**src/rtl/move_pkg.sv**
```systemverilog
package move_pkg;
  localparam int unsigned NUM_REGS = 8;
  localparam logic [3:0] OFS_PC    = 4'd0;
  localparam logic [3:0] OFS_IMM   = 4'd1;
  localparam logic [3:0] OFS_OPA   = 4'd2;
  localparam logic [3:0] OFS_OPB   = 4'd3;
  localparam logic [3:0] OFS_FN    = 4'd4;
  localparam logic [3:0] OFS_RES   = 4'd5;
  localparam logic [3:0] OFS_FDAT  = 4'd6;
  localparam logic [3:0] OFS_FSTAT = 4'd7;

  typedef enum logic [2:0] {
    FN_ADD, FN_SUB, FN_AND, FN_OR, FN_XOR, FN_NOTA, FN_SHL, FN_SHR
  } alu_fn_e;
endpackage

```
**src/rtl/move_alu.sv**
```systemverilog
module move_alu import move_pkg::*; #(
  parameter int unsigned DW = 8
) (
  input  logic [DW-1:0] a_i,
  input  logic [DW-1:0] b_i,
  input  alu_fn_e       fn_i,
  output logic [DW-1:0] res_o
);
  always_comb begin
    unique case (fn_i)
      FN_ADD:  res_o = a_i + b_i;
      FN_SUB:  res_o = a_i - b_i;
      FN_AND:  res_o = a_i & b_i;
      FN_OR:   res_o = a_i | b_i;
      FN_XOR:  res_o = a_i ^ b_i;
      FN_NOTA: res_o = ~a_i;
      FN_SHL:  res_o = a_i << 1;
      FN_SHR:  res_o = a_i >> 1;
      default: res_o = '0;
    endcase
  end
endmodule

```
**src/rtl/move_fifo.sv**
```systemverilog
module move_fifo #(
  parameter int unsigned DW    = 8,
  parameter int unsigned DEPTH = 4
) (
  input  logic          clk_i,
  input  logic          rst_ni,
  input  logic          push_i,
  input  logic [DW-1:0] din_i,
  input  logic          pop_i,
  output logic [DW-1:0] dout_o,
  output logic [$clog2(DEPTH+1)-1:0] count_o,
  output logic          full_o,
  output logic          empty_o
);
  localparam int unsigned PW = (DEPTH > 1) ? $clog2(DEPTH) : 1;
  localparam int unsigned CW = $clog2(DEPTH+1);

  logic [DW-1:0] mem_q [DEPTH];
  logic [PW-1:0] wr_ptr_q, rd_ptr_q;
  logic [CW-1:0] cnt_q;
  logic          push_ok, pop_ok;

  assign full_o  = (cnt_q == CW'(DEPTH));
  assign empty_o = (cnt_q == '0);
  assign push_ok = push_i && !full_o;
  assign pop_ok  = pop_i && !empty_o;
  assign dout_o  = empty_o ? '0 : mem_q[rd_ptr_q];
  assign count_o = cnt_q;

  always_ff @(posedge clk_i or negedge rst_ni) begin
    if (!rst_ni) begin
      wr_ptr_q <= '0;
      rd_ptr_q <= '0;
      cnt_q    <= '0;
    end else begin
      if (push_ok) begin
        mem_q[wr_ptr_q] <= din_i;
        wr_ptr_q <= (wr_ptr_q == PW'(DEPTH-1)) ? '0 : wr_ptr_q + 1'b1;
      end
      if (pop_ok)
        rd_ptr_q <= (rd_ptr_q == PW'(DEPTH-1)) ? '0 : rd_ptr_q + 1'b1;
      cnt_q <= cnt_q + CW'(push_ok) - CW'(pop_ok);
    end
  end

  p_no_overflow_r6: assert property (@(posedge clk_i) disable iff (!rst_ni)
    cnt_q <= CW'(DEPTH));
  p_empty_pop_r6: assert property (@(posedge clk_i) disable iff (!rst_ni)
    (pop_i && empty_o && !push_i) |=> (cnt_q == '0));
  p_full_drop_r6: assert property (@(posedge clk_i) disable iff (!rst_ni)
    (push_i && full_o && !pop_i) |=> $stable(cnt_q));
endmodule

```
**src/rtl/move_ram.sv**
```systemverilog
module move_ram #(
  parameter int unsigned DW    = 8,
  parameter int unsigned WORDS = 240
) (
  input  logic          clk_i,
  input  logic          rst_ni,
  input  logic          we_i,
  input  logic [DW-1:0] waddr_i,
  input  logic [DW-1:0] wdata_i,
  input  logic [DW-1:0] raddr_i,
  output logic [DW-1:0] rdata_o
);
  logic [DW-1:0] mem_q [WORDS];

  assign rdata_o = (raddr_i < DW'(WORDS)) ? mem_q[raddr_i] : '0;

  always_ff @(posedge clk_i) begin
    if (we_i && (waddr_i < DW'(WORDS))) mem_q[waddr_i] <= wdata_i;
  end

  // same-address move must leave the word as it was read
  logic          same_q;
  logic [DW-1:0] same_addr_q, same_val_q;
  always_ff @(posedge clk_i or negedge rst_ni) begin
    if (!rst_ni) begin
      same_q      <= 1'b0;
      same_addr_q <= '0;
      same_val_q  <= '0;
    end else begin
      same_q      <= we_i && (waddr_i == raddr_i) && (raddr_i < DW'(WORDS));
      same_addr_q <= raddr_i;
      same_val_q  <= rdata_o;
    end
  end

  always_ff @(posedge clk_i) begin
    if (rst_ni && same_q)
      p_same_addr_r8: assert (mem_q[same_addr_q] == same_val_q);
  end
endmodule

```
**src/rtl/move_core.sv**
```systemverilog
module move_core import move_pkg::*; #(
  parameter int unsigned DW         = 8,
  parameter logic [7:0]  REG_BASE   = 8'hF0,
  parameter int unsigned FIFO_DEPTH = 4
) (
  input  logic        clk_i,
  input  logic        rst_ni,
  output logic [7:0]  imem_addr_o,
  input  logic [15:0] imem_data_i,
  output logic [7:0]  src_addr_o,
  output logic [7:0]  dst_addr_o,
  output logic [7:0]  data_o,
  output logic        rd_en_o,
  output logic        wr_en_o,
  input  logic        fifo_push_i,
  input  logic [7:0]  fifo_data_i,
  output logic        fifo_full_o
);
  localparam int unsigned IW = 2 * DW;
  localparam int unsigned CW = $clog2(FIFO_DEPTH + 1);
  localparam int unsigned RAM_WORDS = int'(REG_BASE);

  function automatic logic [DW-1:0] reg_addr(input logic [3:0] ofs);
    return DW'(REG_BASE) + DW'(ofs);
  endfunction

  logic [DW-1:0] pc_q, imm_q, opa_q, opb_q, res;
  alu_fn_e       fn_q;
  logic [DW-1:0] src, dst, src_rel, rd_val, ram_rdata, fifo_dout, bus;
  logic          src_is_reg, dst_is_reg, fifo_pop, fifo_empty;
  logic [CW-1:0] fifo_cnt;

  assign src        = imem_data_i[IW-1:DW];
  assign dst        = imem_data_i[DW-1:0];
  assign src_is_reg = (src >= DW'(REG_BASE));
  assign dst_is_reg = (dst >= DW'(REG_BASE));
  assign src_rel    = src - DW'(REG_BASE);

  assign rd_en_o  = (dst != reg_addr(OFS_IMM));
  assign wr_en_o  = !dst_is_reg;
  assign fifo_pop = rd_en_o && (src == reg_addr(OFS_FDAT));

  always_comb begin
    rd_val = '0;
    if (!src_is_reg) rd_val = ram_rdata;
    else if (src_rel < DW'(NUM_REGS)) begin
      case (src_rel[3:0])
        OFS_PC:    rd_val = pc_q;
        OFS_IMM:   rd_val = imm_q;
        OFS_RES:   rd_val = res;
        OFS_FDAT:  rd_val = fifo_dout;
        OFS_FSTAT: rd_val = {fifo_full_o, fifo_empty, (DW-2)'(fifo_cnt)};
        default:   rd_val = '0;
      endcase
    end
  end

  assign bus = rd_en_o ? rd_val : '0;

  always_ff @(posedge clk_i or negedge rst_ni) begin
    if (!rst_ni) begin
      pc_q  <= '0;
      imm_q <= '0;
      opa_q <= '0;
      opb_q <= '0;
      fn_q  <= FN_ADD;
    end else begin
      pc_q <= (dst == reg_addr(OFS_PC)) ? bus : pc_q + 1'b1;
      if (dst == reg_addr(OFS_IMM)) imm_q <= src;
      if (dst == reg_addr(OFS_OPA)) opa_q <= bus;
      if (dst == reg_addr(OFS_OPB)) opb_q <= bus;
      if (dst == reg_addr(OFS_FN))  fn_q  <= alu_fn_e'(bus[2:0]);
    end
  end

  move_alu #(.DW(DW)) u_alu (
    .a_i(opa_q), .b_i(opb_q), .fn_i(fn_q), .res_o(res)
  );

  move_fifo #(.DW(DW), .DEPTH(FIFO_DEPTH)) u_fifo (
    .clk_i, .rst_ni,
    .push_i(fifo_push_i), .din_i(fifo_data_i), .pop_i(fifo_pop),
    .dout_o(fifo_dout), .count_o(fifo_cnt), .full_o(fifo_full_o), .empty_o(fifo_empty)
  );

  move_ram #(.DW(DW), .WORDS(RAM_WORDS)) u_ram (
    .clk_i, .rst_ni,
    .we_i(wr_en_o), .waddr_i(dst), .wdata_i(bus),
    .raddr_i(src), .rdata_o(ram_rdata)
  );

  assign imem_addr_o = pc_q;
  assign src_addr_o  = src;
  assign dst_addr_o  = dst;
  assign data_o      = bus;

  p_imm_latch_r3: assert property (@(posedge clk_i) disable iff (!rst_ni)
    !rd_en_o |=> (imm_q == $past(src_addr_o)));
  p_no_pop_r3: assert property (@(posedge clk_i) disable iff (!rst_ni)
    !rd_en_o |=> (fifo_cnt >= $past(fifo_cnt)));
  p_pc_step_r4: assert property (@(posedge clk_i) disable iff (!rst_ni)
    (dst_addr_o != reg_addr(OFS_PC)) |=> (imem_addr_o == $past(imem_addr_o) + 1'b1));
  p_pc_jump_r4: assert property (@(posedge clk_i) disable iff (!rst_ni)
    (dst_addr_o == reg_addr(OFS_PC)) |=> (imem_addr_o == $past(data_o)));
  p_unmapped_r7: assert property (@(posedge clk_i) disable iff (!rst_ni)
    (src_is_reg && src_rel >= DW'(NUM_REGS)) |-> (data_o == '0));
  p_write_ram_r10: assert property (@(posedge clk_i) disable iff (!rst_ni)
    wr_en_o |-> (dst_addr_o < DW'(REG_BASE)));
endmodule

```
**config.mk**
```make
export PLATFORM = sky130hd
export DESIGN_NAME = move_core
export DESIGN_NICKNAME = d
export VERILOG_FILES = /design/src/rtl/move_pkg.sv /design/src/rtl/move_alu.sv /design/src/rtl/move_fifo.sv /design/src/rtl/move_ram.sv /design/src/rtl/move_core.sv
export SDC_FILE = /design/constraint.sdc
export NUM_CORES = 2
export LEC_CHECK = 0
export ABC_AREA = 1
export CAP_MARGIN = 20
export CORE_UTILIZATION = 25
export CTS_CLUSTER_DIAMETER = 60
export DETAILED_ROUTE_END_ITERATION = 10
export PLACE_DENSITY = 0.44
export SYNTH_ARGS = -nofsm -noshare
export SYNTH_HDL_FRONTEND = slang
export SYNTH_SLANG_ARGS = --single-unit
export TNS_END_PERCENT = 1
```
**constraint.sdc**
```tcl
create_clock -name clk_i -period 9.88 [get_ports clk_i]
set_input_delay 2.47 -clock clk_i [delete_from_list [all_inputs] [get_ports clk_i]]
set_output_delay 2.47 -clock clk_i [all_outputs]
set_load 0.05 [all_outputs]
```
## Yosys cells after proc, flatten, opt, wreduce, memory -nomap -nowiden

Memory sizes are Yosys's and may differ from the RTL's.
Index checks and enable logic that the tools add are counted.

| cells by class | value |
|---|---|
| bitwise gates (word level) | 4 |
| reduce and logical (&&, ||, !) cells | 11 |
| equality and inequality tests | 21 |
| mux-type cells | 14 |
| order comparisons | 5 |
| add/sub/neg operators | 8 |

Operators with widths:

| operator | number |
|---|---|
| $pmux W8 S8 | 1 |
| $eq A8 B8 Y1 const B | 6 |
| $mux W8 | 6 |
| $pmux W8 S5 | 1 |
| $ge A8 B8 Y1 const B | 2 |
| $lt A8 B8 Y1 const B | 2 |
| $eq A3 B3 Y1 const B | 5 |
| $eq A4 B3 Y1 const B | 3 |
| $add A8 B1 Y8 const B | 1 |
| $add A8 B8 Y8 | 1 |
| $and A8 B8 Y8 | 1 |
| $lt A8 B4 Y1 const B | 1 |
| $ne A8 B8 Y1 const B | 1 |
| $not A8 Y8 | 1 |
| $or A8 B8 Y8 | 1 |
| $sub A8 B8 Y8 | 1 |
| $sub A8 B8 Y8 const B | 1 |
| $xor A8 B8 Y8 | 1 |
| $eq A3 B2 Y1 const B | 2 |
| $logic_not A3 Y1 | 2 |
| $logic_and A1 B1 Y1 | 5 |
| $add A2 B1 Y2 const B | 2 |
| $eq A2 B2 Y1 const B | 2 |
| $eq A4 B1 Y1 const B | 1 |
| other kinds (7) | 13 |

| word-level totals | value |
|---|---|
| input port bits | 27 |
| bits in registers | 42 |
| RAM bits | 1952 |
| output and inout bits | 35 |
| memories | 2 |

Memories:

| name | words | width | rd ports | clocked after Yosys merged registers in | wr ports | RTL line | source |
|---|---|---|---|---|---|---|---|
| u_ram.mem_q | 240 | 8 | 1 | 0 | 1 | move_ram.sv:13 | `logic [DW-1:0] mem_q [WORDS];` |
| u_fifo.mem_q | 4 | 8 | 1 | 0 | 1 | move_fifo.sv:18 | `logic [DW-1:0] mem_q [DEPTH];` |

## Logic depth before layout (Yosys ltp)

| depth | value |
|---|---|
| depth after elaboration | 7 |
| depth in mapped cells | 22 |
| mapped depth without buffers | 22 |

## Cells and area by module

A second synthesis with hierarchy kept.

| second synthesis, totals | value |
|---|---|
| cells, all modules | 7945 |
| area total of the unflattened synthesis | 85440.7 µm² |

By module, submodules not included:

| module | cells each | seq. area each (µm²) | instances | area each (µm²) |
|---|---|---|---|---|
| move_ram | 7272 | 57655.3 | 1 | 80258.2 |
| move_core | 300 | 875.8 | 1 | 2254.7 |
| move_fifo | 180 | 1136.1 | 1 | 1815.5 |
| move_alu | 193 | 0.0 | 1 | 1112.3 |

## Worst setup path before layout

Ideal clock, no wire load.

| timing path | value |
|---|---|
| path kind | in2out |
| from | input imem_data_i[9] |
| to | output data_o[1] |
| setup slack | 0.132 ns |
| stages on the path | 13 |
| arrival | 7.278 ns |
| cell sequence | buf_4 > inv_4 > buf_4 > nand2_2 > buf_2 > nor2_2 > inv_1 > a21oi_1 > o21ai_0 > nand2_1 > nand2_1 > a21oi_2 > and3_1 |

| between the ends | value |
|---|---|
| word-level cells in the longest chain between the ends | 6 |
| elaborated cells on any way between the ends | 15 |

RTL lines:

| what | RTL line | source |
|---|---|---|
| start: declaration | move_core.sv:9 | `input logic [15:0] imem_data_i,` |
| branches (longest 4 deep; another with $sub A8 B8 Y8) | n/a |  |
| $mux W8 * | move_core.sv:45 | `if (!src_is_reg) rd_val = ram_rdata;` |
| $mux W8 * | move_core.sv:58 | `assign bus = rd_en_o ? rd_val : '0;` |
| end: declaration | move_core.sv:12 | `output logic [7:0] data_o,` |

Every way passes the cells marked *.

## Worst setup path in the final report

| timing path | value |
|---|---|
| from | input imem_data_i[9] |
| to | output data_o[2] |

Same word-level chain as after synthesis.

==> impl_metrics.toml <==
[run_status]
status = "finished clean"

[place]
dp_hpwl_mm = 160
post-place-cells = 11300
placed_cell_area_um2 = 87600
place_congestion = 0.817
io_buffer_count = 61

[routing]
drc = 0
wl_per_cell_um = 23.3
routed_wl_mm = 273
drt_iter0_drc = 5137
num_vias = 53700
ant_nets = 0
viasPerCell = 4.58
firstDrtPassIters = 6

[timing]
setup_violations = 0
worstMarginPinSlew_ns = 1.13
rsz0062_at_grt = "false"
fin_crit_ns = 8.77
slew_headroom = 0.242
max_freq_mhz = 114
fin_skew_ns = 0.0412
final.setup.tns_ns = 0
post-route-period-util = 0.888
hold_viol_final = 0
drv_slew = 0
hold_ws_ns = 0.485

[critical_path]
cp.required_ns = 7.41
endpoint_kind = "output pin"
worstSetupStartpointType = "input port"
slowest_stage = "buf_4"
critical-path-max-stage-delay_ns = 0.57
worstSetupPathType = "in -> out"
path_cells = "buf_6 > inv_8 > nor2_4 > buf_4 > nand2_1 > nand2_1 > nor2_1 > nor2_1 > nor2_1 > nand2_1 > nand3_1 > nand3_1 > nand3_1 > nand3_1 > nand2_1 > inv_8 > buf_12"
critPathArrivalTime_ns = 6.30
worstPathMaxFanout = 52

[pwr]
p_leak_nw = 33.6
ir_worst_vdd_v = 0.000165
p_per_area_nw_per_um2 = 204

[clock_network]
htreeDepth = 4
clk_latency_ns = 0.88
ctsResizeCount = 0
cts_made_buffers = 215
holdBufCountCts = 0
cts_tree = "done"
root_buffer = "clkbuf_16"
post-cts-setup-buffers = 0
clk_path_buf_depth = 3
clk_pin_slew_worst_paths_ns = 0.06
cts_num_sinks = 1994

[synthesis]
yosysMostFrequentCell = "nand2_1"
ys.flop_type = "edfxtp_1"
synth_commonest_cells = "2,770 x nand2_1, 1,952 x edfxtp_1, 754 x nor2_1"
synthMuxAreaShare = 0
syn_area_um2 = 81800
syn_area_per_cell_um2 = 11.3
synth_top_cell_by_area = "edfxtp_1"
syn-num-nets = 7274
synthCells = 7213
synthSimpleGateAreaFrac = 0.205
yosys_warnings = 0
synth_top_family_by_area = "simple AND/OR/NAND/NOR gates"
synth_cell_types = 45
yosys.area_share.adder = 0.00539
ys_top_cells_by_area = "edfxtp_1 72%, nand2_1 13%, nor2_1 3.5%"
yosys.area.top_type_share = 0.717
synth_edf_count = 1952
synth_xor_area_frac = 0.00150
ys_seq_area_frac = 0.730
synth-compound-area-share = 0.0232
ys_ff_latch = 1994
synth-async-reset-ratio = 0.0211

[floorplan]
initial_utilization = 0.252
io_pins = 62
core_um2 = 325000
die_y_um = 574
fp.dieW_um = 574
die-area_um2 = 329000
num_rows = 209

[cells_and_area]
n_fill_cell = 33400
layout.cells.non_filler = 11700
finalInstanceArea_um2 = 94300
fin_nets = 7300
layout-area-overhead-vs-synth_pct = 15.3
layout-drive-gt1-share = 0.0648

[global_route]
grt_max_degree = 161
antenna_found_initial = 10
grt-ovfl-total = 0
grt_util_all_layers = 0.162
grt_pass1_wl_mm = 391
grt_pass1_vias = 52200

[hold_path]
hold_class = "reg -> reg"

[run]
cap_viol_max_count = 0
[logic make-up (layout without fill, tap and decap cells)]
family | Yosys count | in the layout
AND/OR/NAND/NOR | 4157 | 4157
flip-flops | 1994 | 1994
buffers and inverters | 657 | 854
AO/OA/AOI/OAI | 357 | 357
adder cells (fa/ha/maj) | 34 | 34
XOR/XNOR | 14 | 14
other | 0 | 4
[placed cells by master, fill, tap and decap left out, types with 7 or more instances in the layout]
cell type / count
nand2_1: 2770
edfxtp_1: 1952
nor2_1: 752
nand3_1: 348
a21oi_1: 254
inv_1: 253
nand4_1: 245
clkbuf_16: 217
buf_4: 92
o21ai_0: 58
clkinv_1: 58
clkdlybuf4s50_1: 46
buf_12: 45
clkbuf_1: 42
dfrtp_1: 42
clkinv_2: 37
ha_1: 32
a22oi_1: 13
inv_8: 12
o22ai_1: 11
bufinv_16: 10
inv_2: 9
xor2_1: 9
and2_1: 8
inv_6: 7
nor3_1: 7
[where the power goes]
part / leakage [nW] / total (mW) / switching, mW / internal, mW
Clock: 3.24 / 7.73 / 3.43 / 4.30
Sequential: 18.1 / 9.68 / 0.0617 / 9.62
Combinational: 12.2 / 1.85 / 1.45 / 0.401
Total: 33.6 / 19.3 / 4.94 / 14.3
[path summary, 6_finish.rpt]
kind | cells after the start | to | slack (ns) | from
worst min-delay path | 2 | imm_q[0] | 0.48 | imm_q[0]
max in group asynchronous | 2 | opa_q[4] | 8.01 | rst_ni
worst max-delay path | 17 | data_o[2] | 1.11 | imem_data_i[9]
worst min register to register | 2 | imm_q[0] | 0.48 | imm_q[0]
min in group asynchronous | 1 | u_fifo.rd_ptr_q[0] | 1.41 | rst_ni
worst max register to register | 18 | u_ram.mem_q[186][4] | 4.44 | fn_q[1]
[routing by layer]
metal | routed length [um] | global-route usage
met1 | 124000 | 0.227
met2 | 127000 | 0.262
met3 | 15900 | 0.0225
met4 | 6860 | 0.0462
met5 | 11 | 0
[registers in the layout (all words and copies together) (netlist names)]
name	flops
u_ram.mem_q	1920
u_fifo.count_o	3
u_fifo.mem_q	32
fn_q	3
opa_q	8
u_fifo.wr_ptr_q	2
u_fifo.rd_ptr_q	2
opb_q	8
imm_q	8
imem_addr_o	8
[critical path: cells and delay by family]
| family | cells | cell delay (ns) |
|---|---|---|
| and+or+nand+nor | 12 | 2.07 |
| buffers and inverters | 5 | 1.57 |
[through the flow]
| stage | util | setup slack [ns] | total power, mW |
|---|---|---|---|
| global route | 0.290 | 0.925 | 19.8 |
| floorplan | - | 0.132 | 10.9 |
| detailed placement | 0.270 | 1.12 | 11.7 |
| global placement | 0.270 | 0.930 | 11.7 |
| finish | 0.290 | 1.11 | 19.3 |
| CTS | 0.290 | 1.11 | 19.4 |
[cell type report]
type / count / area [um^2] / area share
Clock inverter: 126 / 1020 / 0.0108
Multi-Input combinational cell: 4562 / 19300 / 0.205
Clock buffer: 262 / 5630 / 0.0597
Sequential cell: 1994 / 59700 / 0.633
Timing Repair Buffer: 189 / 2110 / 0.0224
Tap cell: 4325 / 5410 / 0.0574
Antenna cell: 4 / 10.0 / 0.000106
Inverter: 277 / 1110 / 0.0118
(Power assumes the default switching activity.)
